File: src/rtl/pmu_pkg.sv
package pmu_pkg;

  // Word indices of the register map
  localparam int unsigned A_CTRL = 0;
  localparam int unsigned A_FLAG = 1;
  localparam int unsigned A_IEN  = 2;
  localparam int unsigned A_CYC  = 3;
  localparam int unsigned A_EVT0 = 4;

  // Control register bit positions
  localparam int unsigned CTRL_EN      = 0;
  localparam int unsigned CTRL_CLR_EVT = 1;
  localparam int unsigned CTRL_CLR_CYC = 2;

  function automatic int unsigned addr_bits(input int unsigned n_evt);
    return $clog2(A_EVT0 + n_evt);
  endfunction

endpackage

File: src/rtl/pmu_counter.sv
module pmu_counter #(
  parameter int unsigned W = 32
) (
  input  logic         clk_i,
  input  logic         rst_ni,
  input  logic         clr_i,
  input  logic         ld_i,
  input  logic [W-1:0] ld_val_i,
  input  logic         inc_i,
  output logic [W-1:0] cnt_o,
  output logic         wrap_o
);

  logic [W-1:0] cnt_q;
  logic [W-1:0] cnt_d;
  logic         cnt_en;
  logic         at_max;

  assign at_max = &cnt_q;
  assign cnt_en = clr_i | ld_i | inc_i;

  // Priority: clear, then load, then increment
  always_comb begin
    cnt_d  = cnt_q;
    wrap_o = 1'b0;
    if (clr_i) begin
      cnt_d = '0;
    end else if (ld_i) begin
      cnt_d = ld_val_i;
    end else if (inc_i) begin
      cnt_d  = cnt_q + 1'b1;
      wrap_o = at_max;
    end
  end

  always_ff @(posedge clk_i or negedge rst_ni) begin
    if (!rst_ni) begin
      cnt_q <= '0;
    end else if (cnt_en) begin
      cnt_q <= cnt_d;
    end
  end

  assign cnt_o = cnt_q;

endmodule

File: src/rtl/pmu_flags.sv
module pmu_flags #(
  parameter int unsigned NF = 5
) (
  input  logic          clk_i,
  input  logic          rst_ni,
  input  logic [NF-1:0] wrap_i,
  input  logic          clr_wr_i,
  input  logic [NF-1:0] clr_mask_i,
  input  logic [NF-1:0] ien_i,
  output logic [NF-1:0] flag_o,
  output logic          irq_o
);

  logic [NF-1:0] flag_q;
  logic [NF-1:0] flag_d;
  logic [NF-1:0] kill;
  logic          flag_en;

  assign kill    = clr_wr_i ? clr_mask_i : '0;
  assign flag_en = clr_wr_i | (|wrap_i);

  // A wrap sets its bit even when the same bit is being cleared
  always_comb begin
    flag_d = (flag_q & ~kill) | wrap_i;
  end

  always_ff @(posedge clk_i or negedge rst_ni) begin
    if (!rst_ni) begin
      flag_q <= '0;
    end else if (flag_en) begin
      flag_q <= flag_d;
    end
  end

  assign flag_o = flag_q;
  assign irq_o  = |(flag_q & ien_i);

endmodule

File: src/rtl/pmu_regif.sv
module pmu_regif
  import pmu_pkg::*;
#(
  parameter int unsigned W     = 32,
  parameter int unsigned N_EVT = 4,
  parameter int unsigned AW    = 3,
  parameter int unsigned NF    = 5
) (
  input  logic                      clk_i,
  input  logic                      rst_ni,
  input  logic                      wr_i,
  input  logic [AW-1:0]             addr_i,
  input  logic [W-1:0]              wdata_i,
  input  logic [W-1:0]              cyc_cnt_i,
  input  logic [N_EVT-1:0][W-1:0]   evt_cnt_i,
  input  logic [NF-1:0]             flag_i,
  output logic                      en_o,
  output logic [NF-1:0]             ien_o,
  output logic                      clr_cyc_o,
  output logic                      clr_evt_o,
  output logic                      ld_cyc_o,
  output logic [N_EVT-1:0]          ld_evt_o,
  output logic                      flag_wr_o,
  output logic [NF-1:0]             flag_mask_o,
  output logic [W-1:0]              rdata_o
);

  localparam logic [AW-1:0] ADR_CTRL = AW'(A_CTRL);
  localparam logic [AW-1:0] ADR_FLAG = AW'(A_FLAG);
  localparam logic [AW-1:0] ADR_IEN  = AW'(A_IEN);
  localparam logic [AW-1:0] ADR_CYC  = AW'(A_CYC);

  logic          sel_ctrl;
  logic          sel_ien;
  logic          en_q;
  logic          en_d;
  logic [NF-1:0] ien_q;
  logic [NF-1:0] ien_d;

  // Write decode
  assign sel_ctrl    = wr_i && (addr_i == ADR_CTRL);
  assign sel_ien     = wr_i && (addr_i == ADR_IEN);
  assign clr_cyc_o   = sel_ctrl && wdata_i[CTRL_CLR_CYC];
  assign clr_evt_o   = sel_ctrl && wdata_i[CTRL_CLR_EVT];
  assign ld_cyc_o    = wr_i && (addr_i == ADR_CYC);
  assign flag_wr_o   = wr_i && (addr_i == ADR_FLAG);
  assign flag_mask_o = wdata_i[NF-1:0];

  for (genvar gi = 0; gi < N_EVT; gi++) begin : g_ld
    assign ld_evt_o[gi] = wr_i && (addr_i == AW'(A_EVT0 + gi));
  end

  // Stored control state
  always_comb begin
    en_d  = sel_ctrl ? wdata_i[CTRL_EN] : en_q;
    ien_d = sel_ien ? wdata_i[NF-1:0] : ien_q;
  end

  always_ff @(posedge clk_i or negedge rst_ni) begin
    if (!rst_ni) begin
      en_q <= 1'b0;
    end else if (sel_ctrl) begin
      en_q <= en_d;
    end
  end

  always_ff @(posedge clk_i or negedge rst_ni) begin
    if (!rst_ni) begin
      ien_q <= '0;
    end else if (sel_ien) begin
      ien_q <= ien_d;
    end
  end

  assign en_o  = en_q;
  assign ien_o = ien_q;

  // Read mux
  always_comb begin
    rdata_o = '0;
    if (addr_i == ADR_CTRL) begin
      rdata_o = {{(W-1){1'b0}}, en_q};
    end else if (addr_i == ADR_FLAG) begin
      rdata_o = W'(flag_i);
    end else if (addr_i == ADR_IEN) begin
      rdata_o = W'(ien_q);
    end else if (addr_i == ADR_CYC) begin
      rdata_o = cyc_cnt_i;
    end else begin
      for (int i = 0; i < N_EVT; i++) begin
        if (addr_i == AW'(A_EVT0 + i)) begin
          rdata_o = evt_cnt_i[i];
        end
      end
    end
  end

endmodule

File: src/rtl/pmu_top.sv
module pmu_top
  import pmu_pkg::*;
#(
  parameter int unsigned CNT_W = 32,
  parameter int unsigned N_EVT = 4,
  localparam int unsigned AW   = addr_bits(N_EVT)
) (
  input  logic             clk_i,
  input  logic             rst_ni,
  input  logic             reg_wr_i,
  input  logic [AW-1:0]    reg_addr_i,
  input  logic [CNT_W-1:0] reg_wdata_i,
  output logic [CNT_W-1:0] reg_rdata_o,
  input  logic [N_EVT-1:0] evt_i,
  output logic             irq_o
);

  localparam int unsigned NF = N_EVT + 1;

  logic                         glb_en;
  logic [NF-1:0]                irq_en;
  logic                         clr_cyc;
  logic                         clr_evt;
  logic                         ld_cyc;
  logic [N_EVT-1:0]             ld_evt;
  logic                         flag_wr;
  logic [NF-1:0]                flag_mask;
  logic [NF-1:0]                ovf_flags;
  logic [NF-1:0]                wraps;
  logic [CNT_W-1:0]             cyc_cnt;
  logic [N_EVT-1:0][CNT_W-1:0]  evt_cnt;

  pmu_regif #(
    .W     (CNT_W),
    .N_EVT (N_EVT),
    .AW    (AW),
    .NF    (NF)
  ) u_regif (
    .clk_i       (clk_i),
    .rst_ni      (rst_ni),
    .wr_i        (reg_wr_i),
    .addr_i      (reg_addr_i),
    .wdata_i     (reg_wdata_i),
    .cyc_cnt_i   (cyc_cnt),
    .evt_cnt_i   (evt_cnt),
    .flag_i      (ovf_flags),
    .en_o        (glb_en),
    .ien_o       (irq_en),
    .clr_cyc_o   (clr_cyc),
    .clr_evt_o   (clr_evt),
    .ld_cyc_o    (ld_cyc),
    .ld_evt_o    (ld_evt),
    .flag_wr_o   (flag_wr),
    .flag_mask_o (flag_mask),
    .rdata_o     (reg_rdata_o)
  );

  pmu_counter #(.W(CNT_W)) u_cyc (
    .clk_i    (clk_i),
    .rst_ni   (rst_ni),
    .clr_i    (clr_cyc),
    .ld_i     (ld_cyc),
    .ld_val_i (reg_wdata_i),
    .inc_i    (glb_en),
    .cnt_o    (cyc_cnt),
    .wrap_o   (wraps[0])
  );

  for (genvar gi = 0; gi < N_EVT; gi++) begin : g_evt
    pmu_counter #(.W(CNT_W)) u_evt (
      .clk_i    (clk_i),
      .rst_ni   (rst_ni),
      .clr_i    (clr_evt),
      .ld_i     (ld_evt[gi]),
      .ld_val_i (reg_wdata_i),
      .inc_i    (glb_en & evt_i[gi]),
      .cnt_o    (evt_cnt[gi]),
      .wrap_o   (wraps[gi+1])
    );
  end

  pmu_flags #(.NF(NF)) u_flags (
    .clk_i      (clk_i),
    .rst_ni     (rst_ni),
    .wrap_i     (wraps),
    .clr_wr_i   (flag_wr),
    .clr_mask_i (flag_mask),
    .ien_i      (irq_en),
    .flag_o     (ovf_flags),
    .irq_o      (irq_o)
  );

endmodule

File: config.mk
export PLATFORM = sky130hd
export DESIGN_NAME = pmu_top
export DESIGN_NICKNAME = d
export VERILOG_FILES = /design/src/rtl/pmu_pkg.sv /design/src/rtl/pmu_counter.sv /design/src/rtl/pmu_flags.sv /design/src/rtl/pmu_regif.sv /design/src/rtl/pmu_top.sv
export SDC_FILE = /design/constraint.sdc
export NUM_CORES = 1
export LEC_CHECK = 0
export BUFFER_PORTS_ARGS = -buffer_cell sky130_fd_sc_hd__buf_2
export CAP_MARGIN = 20
export CORE_MARGIN = 2
export CORE_UTILIZATION = 57
export CTS_CLUSTER_SIZE = 25
export DETAILED_ROUTE_END_ITERATION = 10
export HOLD_SLACK_MARGIN = 0.05
export MAX_ROUTING_LAYER = met4
export PLACE_DENSITY = 0.82
export SETUP_SLACK_MARGIN = 0.3
export SKIP_CTS_REPAIR_TIMING = 1
export SYNTH_ARGS = -nofsm -noshare
export SYNTH_HDL_FRONTEND = slang
export SYNTH_HIERARCHICAL = 1
export SYNTH_SLANG_ARGS = --single-unit
File: constraint.sdc
create_clock -name clk_i -period 4.8 [get_ports clk_i]
set_input_delay 0.48 -clock clk_i [delete_from_list [all_inputs] [get_ports clk_i]]
set_output_delay 0.48 -clock clk_i [all_outputs]
set_load 0.01 [all_outputs]
==> After elaboration in Yosys (flattened, before gate mapping) <==
Cells that the tools add are included.
Widths: inputs -> output; s select.
{ "word_totals": {"word_cells": 106, "regBits": 171, "input_bits": 42} }
{ "op_classes": {"bitwise_logic": 19, "n_mux": 39, "addsub": 5, "reduce_logical": 28, "n_eq_ne": 7} }
{ "ops": {"columns": ["op", "count"], "rows": [
  ["$mux 32", 23],
  ["$add 32x1->32 const B", 5],
  ["$reduce_and 32->1", 5],
  ["$mux 1", 15],
  ["$reduce_bool 3->1", 5],
  ["$eq 3x3->1 const B", 4],
  ["$or 1x1->1", 11],
  ["$and 5x5->5", 2],
  ["$logic_and 1x1->1", 10],
  ["$reduce_and 2->1", 5],
  ["$reduce_or 5->1", 2],
  ["$eq 3x2->1 const B", 2],
  ["$mux 5", 1],
  ["$not 5->5", 1],
  ["$or 5x5->5", 1],
  ["$and 1x1->1", 4],
  ["$eq 3x1->1 const B", 1],
  ["$logic_not 3->1", 1]
]} }

==> Longest topological paths before layout <==
Gate-level depths: netlist of run 1.
{ "depth": {"ltp_word": 9, "mapped_depth": 11, "ltp_nobuf": 7} }

==> Modules after synthesis <==
The synthesis of run 1 kept the hierarchy.
{ "by_module_without_submodules": {"columns": ["module", "area_per_inst_um2", "instances", "seq_area_each_um2", "cells_per_inst"], "rows": [
  ["pmu_counter", 2025.7, 5, 800.8, 228],
  ["pmu_regif", 1764.2, 1, 150.1, 159],
  ["pmu_flags", 202.7, 1, 125.1, 18],
  ["pmu_top", 25.0, 1, 0.0, 4]
]} }

==> Least setup slack after synthesis of run 1 <==
OpenSTA, ideal clock, no wires.
{ "synth_path": {"kind": "input -> register", "from": "input port reg_addr_i[2]", "to": "register u_cyc.cnt_q[2], in the netlist u_cyc/cnt_o[2]", "stages": 11, "setup_slack_ps": 2374, "n_path_buf": 6, "arrival_ps": 2348, "cell_sequence": "buf_2 > and3b_1 > buf_2 > buf_2 > and2_1 > clkbuf_1 > inv_1 > clkbuf_1 > buf_1 > nand2_1 > a21oi_1"} }
{ "synth_lines": {"columns": ["item", "line", "text"], "rows": [
  ["start: declaration", "pmu_top.sv:11", "input logic [AW-1:0] reg_addr_i,"],
  ["$eq 3x2->1 *", "pmu_regif.sv:45", "assign ld_cyc_o = wr_i && (addr_i == ADR_CYC);"],
  ["$logic_and 1x1->1 *", "pmu_regif.sv:45", null],
  ["via ld_cyc", "pmu_top.sv:24", "logic ld_cyc;"],
  ["$or 1x1->1 (2 in a row)", "pmu_counter.sv:20", "assign cnt_en = clr_i | ld_i | inc_i;"],
  ["$reduce_and 2->1 (no source line)", null, null],
  ["end signal: assignment", "pmu_counter.sv:40", "cnt_q <= cnt_d;"],
  ["end: declaration", "pmu_counter.sv:14", "logic [W-1:0] cnt_q;"]
]} }
The timed path passes the listed nets; every way through them passes the cells marked *.
A chain may end at the register's enable or synchronous reset.

==> Final worst setup path of run 1 <==
{ "layout_path": {"from": "register u_regif.en_q, in the netlist u_regif/en_o", "to": "register u_flags.flag_q[1], in the netlist u_flags/flag_o[1]"} }
{ "layout_between": {"elab_chain_cells": 6} }
{ "layout_lines": {"columns": ["item", "line", "text"], "rows": [
  ["start: declaration", "pmu_regif.sv:35", "logic en_q;"],
  ["start signal: assignment", "pmu_regif.sv:63", "en_q <= en_d;"],
  ["$and 1x1->1 *", "pmu_top.sv:76", ".inc_i (glb_en & evt_i[gi]),"],
  ["$mux 1 *", "pmu_counter.sv:30", "end else if (inc_i) begin"],
  ["$mux 1 *", "pmu_counter.sv:28", "end else if (ld_i) begin"],
  ["$mux 1 *", "pmu_counter.sv:26", "if (clr_i) begin"],
  ["via wraps[1]", "pmu_top.sv:29", "logic [NF-1:0] wraps;"],
  ["$reduce_or 5->1", "pmu_flags.sv:20", "assign flag_en = clr_wr_i | (|wrap_i);"],
  ["$or 1x1->1", "pmu_flags.sv:20", null],
  ["end signal: assignment", "pmu_flags.sv:31", "flag_q <= flag_d;"],
  ["end: declaration", "pmu_flags.sv:14", "logic [NF-1:0] flag_q;"]
]} }
Marks and branches as above.

==> results of run 1 <==
[placed cells by master (no fill, tap or decap), types with 6 or more instances in the layout]
cell,netlist,final
a22o_1,27,27
or3_1,30,30
and4_1,35,35
inv_1,40,40
a21oi_1,34,34
nand3_1,45,45
nor4_1,10,10
a211oi_1,60,60
and3_1,25,25
o31ai_1,45,45
clkbuf_16,0,17
dfrtp_1,171,171
or4_4,10,10
nor3_1,6,6
a2111oi_0,15,15
a311oi_1,70,70
nor2_1,149,149
buf_4,6,19
nor3b_1,6,6
xor2_1,40,40
o21ai_0,40,40
mux4_2,23,23
nand3b_1,6,6
and2_1,7,6
nand4_1,55,55
buf_2,18,73
or4_1,65,65
a21o_1,10,10
mux2_2,16,16
xnor2_1,15,15
mux2i_1,6,6
nand2_1,88,88
a221oi_1,10,10
[routing by layer]
| layer | share of wire | vias to the layer above |
|---|---|---|
| met2 | 0.44 | 670 |
| met1 | 0.41 | 5510 |
| met4 | 0.020 | 0 |
| met3 | 0.12 | 59 |
| li1 | - | 5197 |
| met5 | 0 | - |
[how the worst min path moves through the flow]
stage	startpoint	endpoint	slack, ns	cells after the start
final	rst_ni	u_cyc/cnt_o[0]	0.16	1
after global routing	rst_ni	u_cyc/cnt_o[3]	0.24	1
after CTS	rst_ni	u_cyc/cnt_o[5]	0.20	1
after detailed placement	u_regif/ien_o[3]	u_regif/ien_o[3]	0.53	1
after global placement	u_flags/flag_o[1]	u_flags/flag_o[1]	0.52	1
after floorplan	rst_ni	g_evt[0].u_evt/cnt_o[0]	0.18	0
[power breakdown]
| group | total (mW) | switching [mW] | internal, mW |
|---|---|---|---|
| Combinational | 1.40 | 0.714 | 0.681 |
| Clock | 1.35 | 0.606 | 0.748 |
| Sequential | 2.45 | 0.646 | 1.81 |
| Total | 5.20 | 1.97 | 3.23 |
[final cells by class]
cell class / instances / area (sq um)
timing repair buffer: 93 / 519
sequential: 171 / 4280
fill: 1738 / 7960
inverter: 40 / 150
clock inverter: 12 / 115
tap: 275 / 344
multi-input combinational: 1004 / 7130
clock buffer: 20 / 457
[synthesized netlist by cell type, types with 5 or more instances]
| master | number | share of area |
|---|---|---|
| dfrtp_1 | 171 | 0.35 |
| or4_1 | 65 | 0.040 |
| and3b_1 | 5 | 0.0036 |
| clkbuf_1 | 58 | 0.018 |
| nor3b_1 | 6 | 0.0037 |
| and2_1 | 7 | 0.0036 |
| or4_4 | 10 | 0.0093 |
| buf_6 | 12 | 0.011 |
| and2_0 | 5 | 0.0026 |
| nor3_1 | 6 | 0.0025 |
| xor2_1 | 40 | 0.029 |
| buf_2 | 18 | 0.0074 |
| o41ai_1 | 5 | 0.0036 |
| nand4_1 | 55 | 0.028 |
| a21boi_0 | 5 | 0.0031 |
| a221oi_1 | 10 | 0.0072 |
| o31ai_1 | 45 | 0.028 |
| nor2_1 | 149 | 0.046 |
| buf_1 | 10 | 0.0031 |
| mux2i_1 | 6 | 0.0050 |
| ha_1 | 5 | 0.0052 |
| or3_1 | 30 | 0.015 |
| nand4_2 | 5 | 0.0052 |
| nand4_4 | 5 | 0.0088 |
| and3_1 | 25 | 0.013 |
| o21ai_0 | 40 | 0.017 |
| a21o_1 | 10 | 0.0062 |
| buf_4 | 6 | 0.0037 |
| a2111oi_0 | 15 | 0.011 |
| a311oi_1 | 70 | 0.051 |
| a21oi_1 | 34 | 0.014 |
| nor4bb_1 | 5 | 0.0041 |
| nor4_1 | 10 | 0.0052 |
| and4_1 | 35 | 0.025 |
| nand3b_1 | 6 | 0.0037 |
| a211oi_1 | 60 | 0.037 |
| xnor2_1 | 15 | 0.011 |
| nand3_1 | 45 | 0.019 |
| mux2_2 | 16 | 0.015 |
| mux4_2 | 23 | 0.043 |
| nand2_1 | 88 | 0.027 |
| o221ai_1 | 5 | 0.0036 |
| a22o_1 | 27 | 0.020 |
| inv_1 | 40 | 0.012 |
[cells by family (layout without fill, tap and decap cells)]
logic type,after synthesis,in the layout,synth area share
buffers and inverters,146,165,0.0590
xor gates and xnor gates,55,55,0.0397
DFF,171,171,0.353
AOI/OAI and AO/OA,329,329,0.202
adders and majority gates,5,5,0.00516
muxes,49,49,0.0712
and+or+nand+nor,566,566,0.269
[state kept, by name, indices dropped and copies added, names as in the netlist]
register and flops:
g_evt.u_evt/cnt_o 128, u_cyc/cnt_o 32, u_flags/flag_o 5, u_regif/en_o 1, u_regif/ien_o 5
[through the flow]
step	cells	total power, mW	hold WS [ns]	util
2_1_floorplan	1321	3.29	0.184	-
3_3_place_gp	1583	3.74	0.522	0.593
3_5_place_dp	1583	3.80	0.529	0.593
4_1_cts	1615	5.16	0.204	0.620
5_1_grt	1615	5.47	0.238	0.620
6_report	1615	5.20	0.155	0.620
[worst max-delay path, cell delays in order (launching register included)]
cell and delay (ns):
dfrtp_1 0.77, and2_1 0.49, nand4_4 0.24, or3_1 0.61, nor4_1 0.81, a21o_1 0.15
==> results.cfg, run 1 <==
[status]
status = complete, no violations

[logic_synthesis]
syn_nets = 1368
synth_async_sr_flop_share = 1.00
yosys_warnings = 6
ys_ff_latch = 171
synth_area_sq_um = 12100
synth_cell_type_count = 52
avgSynthCellArea_sq_um = 9.18
synth-edff-count = 0
ys.flop_type = dfrtp_1
seq_area_frac_synth = 0.353
synthCells = 1321

[placed_design]
placed_area_sq_um = 12400
hpwl_microns = 26300
place.port_buffers = 74
pre_cts_ws_ns = 1.67
place.gp.congestion = 0.983

[critical_path]
cp-end-kind = register
worstSetupPathType = reg2reg
reg2reg_slack_ns = 1.67
endpoint = u_flags/flag_o[1]
crit_fanout = 16
worst_ep_arrival_time_ns = 3.50
rr_endpoint = u_flags/flag_o[1]
ff2ff_path_depth = 5
critPathLaunchType = register
startpoint = u_regif/en_o
r2r-start = u_regif/en_o
cp.required_ns = 5.17

[timing]
final_hold_viol_count = 0
slew_viol_final = 0
post-route-min-period_ns = 3.13
max_freq_mhz = 319
post-route-period-util = 0.653
clock_skew_ns = 0.00921
rsz0062_at_grt = no
tightestPinTransition_ns = 0.981
setup_viol_count_final = 0
fin_tns_setup_ns = 0
relSlewSlack = 0.346
layout_setup_ws_ns = 1.67

[die]
die_h_microns = 150
io_pins = 75
rows = 53
die_w_microns = 150
dieArea_sq_um = 22400
core_sq_um = 21000
initial_core_util = 0.578

[clock_tree]
cts_root_buffer = clkbuf_16
cts_inserted_buffers = 17
max-clock-path-buffers = 2
clk_latency_ns = 0.43
cts_tree = done
clkSinkCount = 171
path_clk_slew_ns = 0.07
htree_num_levels = 4

[global_route]
grt_pass1_vias = 10100
use_met1 = 0.491
grt_max_degree = 102
track_usage = 0.336
grt-ovfl-total = 0
met2_usage = 0.486
met3_usage = 0.0521
grt_pass1_wl_microns = 56800
busiest_layer = met1
antenna_found_initial = 0

[route]
wl_microns = 36500
vias_per_cell = 7.08
num_vias = 11400
drc = 0
drt_iter0_markers = 1480
drtPass1Iterations = 6
wl_per_cell_microns = 22.6
ant_nets = 0

[power_and_ir_drop]
power_density_nw_per_um2 = 400
leakage_nw = 4.86
vdd_drop_max_mv = 0.189

[flow_run]
drv_cap = 0

[cells_and_area]
syn2layout_area_growth_pct = 7.20
nNetsFinal = 1374
antennaDiodeCount = 0
drive_above_1_share = 0.138
final_area_sq_um = 13000

[min_path]
hold_path_class = in2async
No activity file was read; power rests on OpenSTA's default activity.
==> run 2: changes to the inputs <==
clock period = 2.9 ns   (was 4.8 ns; I/O delays follow)
==> results.cfg, run 2 (synthesis results as in run 1) <==
[power_and_ir_drop]
power_density_nw_per_um2 = 661
intPower_mw = 5.45
power.total_mw = 8.76
switchingPower_mw = 3.31
p_comb_frac = 0.275
sw_frac_of_total = 0.378
p_seq_frac = 0.461
vdd_drop_max_mv = 0.341
leakage_nw = 5.01
p_clk_frac = 0.264

[global_route]
grt_pass1_vias = 10500
grt_pass1_wl_microns = 58200
grt_max_degree = 70
antenna_found_initial = 0
grt-ovfl-total = 0
track_usage = 0.348

[placed_design]
place.gp.congestion = 0.991
placed_area_sq_um = 12700
pre_cts_ws_ns = 0.435
hpwl_microns = 27700
placed_cells = 1607
place.port_buffers = 74

[timing]
max_freq_mhz = 401
rsz0062_at_grt = no
relSlewSlack = 0.479
layout_setup_ws_ns = 0.404
whs_ns = 0.192
clock_skew_ns = 0.0119
final_hold_viol_count = 0
fin_tns_setup_ns = 0
post-route-min-period_ns = 2.50
slew_viol_final = 0
setup_viol_count_final = 0
post-route-period-util = 0.861
tightestPinTransition_ns = 0.781

[critical_path]
cp.required_ns = 3.20
worst_ep_arrival_time_ns = 2.80
crit_fanout = 11
reg2reg_slack_ns = 0.40
worstSetupPathType = reg2reg
critPathLaunchType = register
cp-end-kind = register

[route]
wl_microns = 37800
ant_nets = 0
drc = 0
drt_iter0_markers = 1248
vias_per_cell = 7.10
drtPass1Iterations = 6
wl_per_cell_microns = 23.0
num_vias = 11600

[clock_tree]
cts_tree = done
clk_latency_ns = 0.43
clkSinkCount = 171
max-clock-path-buffers = 2
path_clk_slew_ns = 0.07
cts_inserted_buffers = 17
cts_root_buffer = clkbuf_16
htree_num_levels = 4

[die]
die_h_microns = 150
io_pins = 75
initial_core_util = 0.578
core_sq_um = 21000
rows = 53
dieArea_sq_um = 22400
die_w_microns = 150

[cells_and_area]
final_area_sq_um = 13300
syn2layout_area_growth_pct = 9.37
post-route-util = 0.633
largest_reg_flops = 128
fillers = 1733
final_common_cell = dfrtp_1
nNetsFinal = 1399
drive_above_1_share = 0.153
antennaDiodeCount = 0
layout_common_cells = dfrtp_1, nor2_1, nand2_1, buf_2, a311oi_1
final-instance-count-excl-fill = 1640

[flow_run]
drv_cap = 0

[min_path]
hold_path_class = in2reg

[status]
status = complete, no violations
[run 2: metal layers]
metal | global-route usage | wire length (microns) | vias up | part of all wire
met5 | - | 0 | - | 0
met4 | 0.112 | 1100 | 0 | 0.029
met3 | 0.0787 | 4570 | 62 | 0.12
met2 | 0.512 | 16800 | 658 | 0.44
met1 | 0.480 | 15300 | 5674 | 0.41
li1 | - | - | 5254 | -
[run 2: worst max-delay path, stage by stage, from the launching register on]
cell and delay [ns]:
dfrtp_1 0.43, and2_1 0.23, nand4_4 0.20, or4_4 0.63, or4_1 0.50, a311oi_1 0.37
[run 2: power by group through the flow]
stage | clock, mW | combinational, mW | sequential [mW]
floorplan | 0 | 1.79 | 3.66
global placement | 0 | 2.26 | 3.98
detailed placement | 0 | 2.34 | 4.01
CTS | 2.32 | 2.36 | 3.98
global route | 2.44 | 2.62 | 4.13
finish | 2.32 | 2.41 | 4.04
[run 2: path summary, 6_finish.rpt]
kind / cells after the start / start / endpoint
setup / recovery: 5 / u_regif/en_o / g_evt[1].u_evt/cnt_o[25]
hold / removal: 3 / reg_wdata_i[15] / u_cyc/cnt_o[15]
setup reg to reg: 5 / u_regif/en_o / g_evt[1].u_evt/cnt_o[25]
hold reg to reg: 1 / u_flags/flag_o[2] / u_flags/flag_o[2]
max in group asynchronous: 3 / rst_ni / g_evt[3].u_evt/cnt_o[16]
min in group asynchronous: 2 / rst_ni / u_cyc/cnt_o[6]
[run 2: area by class of cell]
type	instances	area [sq um]	area share
clock buffer	19	443	0.0334
clock inverter	13	140	0.0106
inverter	40	150	0.0113
multi-input combinational	1004	7130	0.538
sequential	171	4280	0.323
tap	275	344	0.0260
timing repair buffer	118	772	0.0582
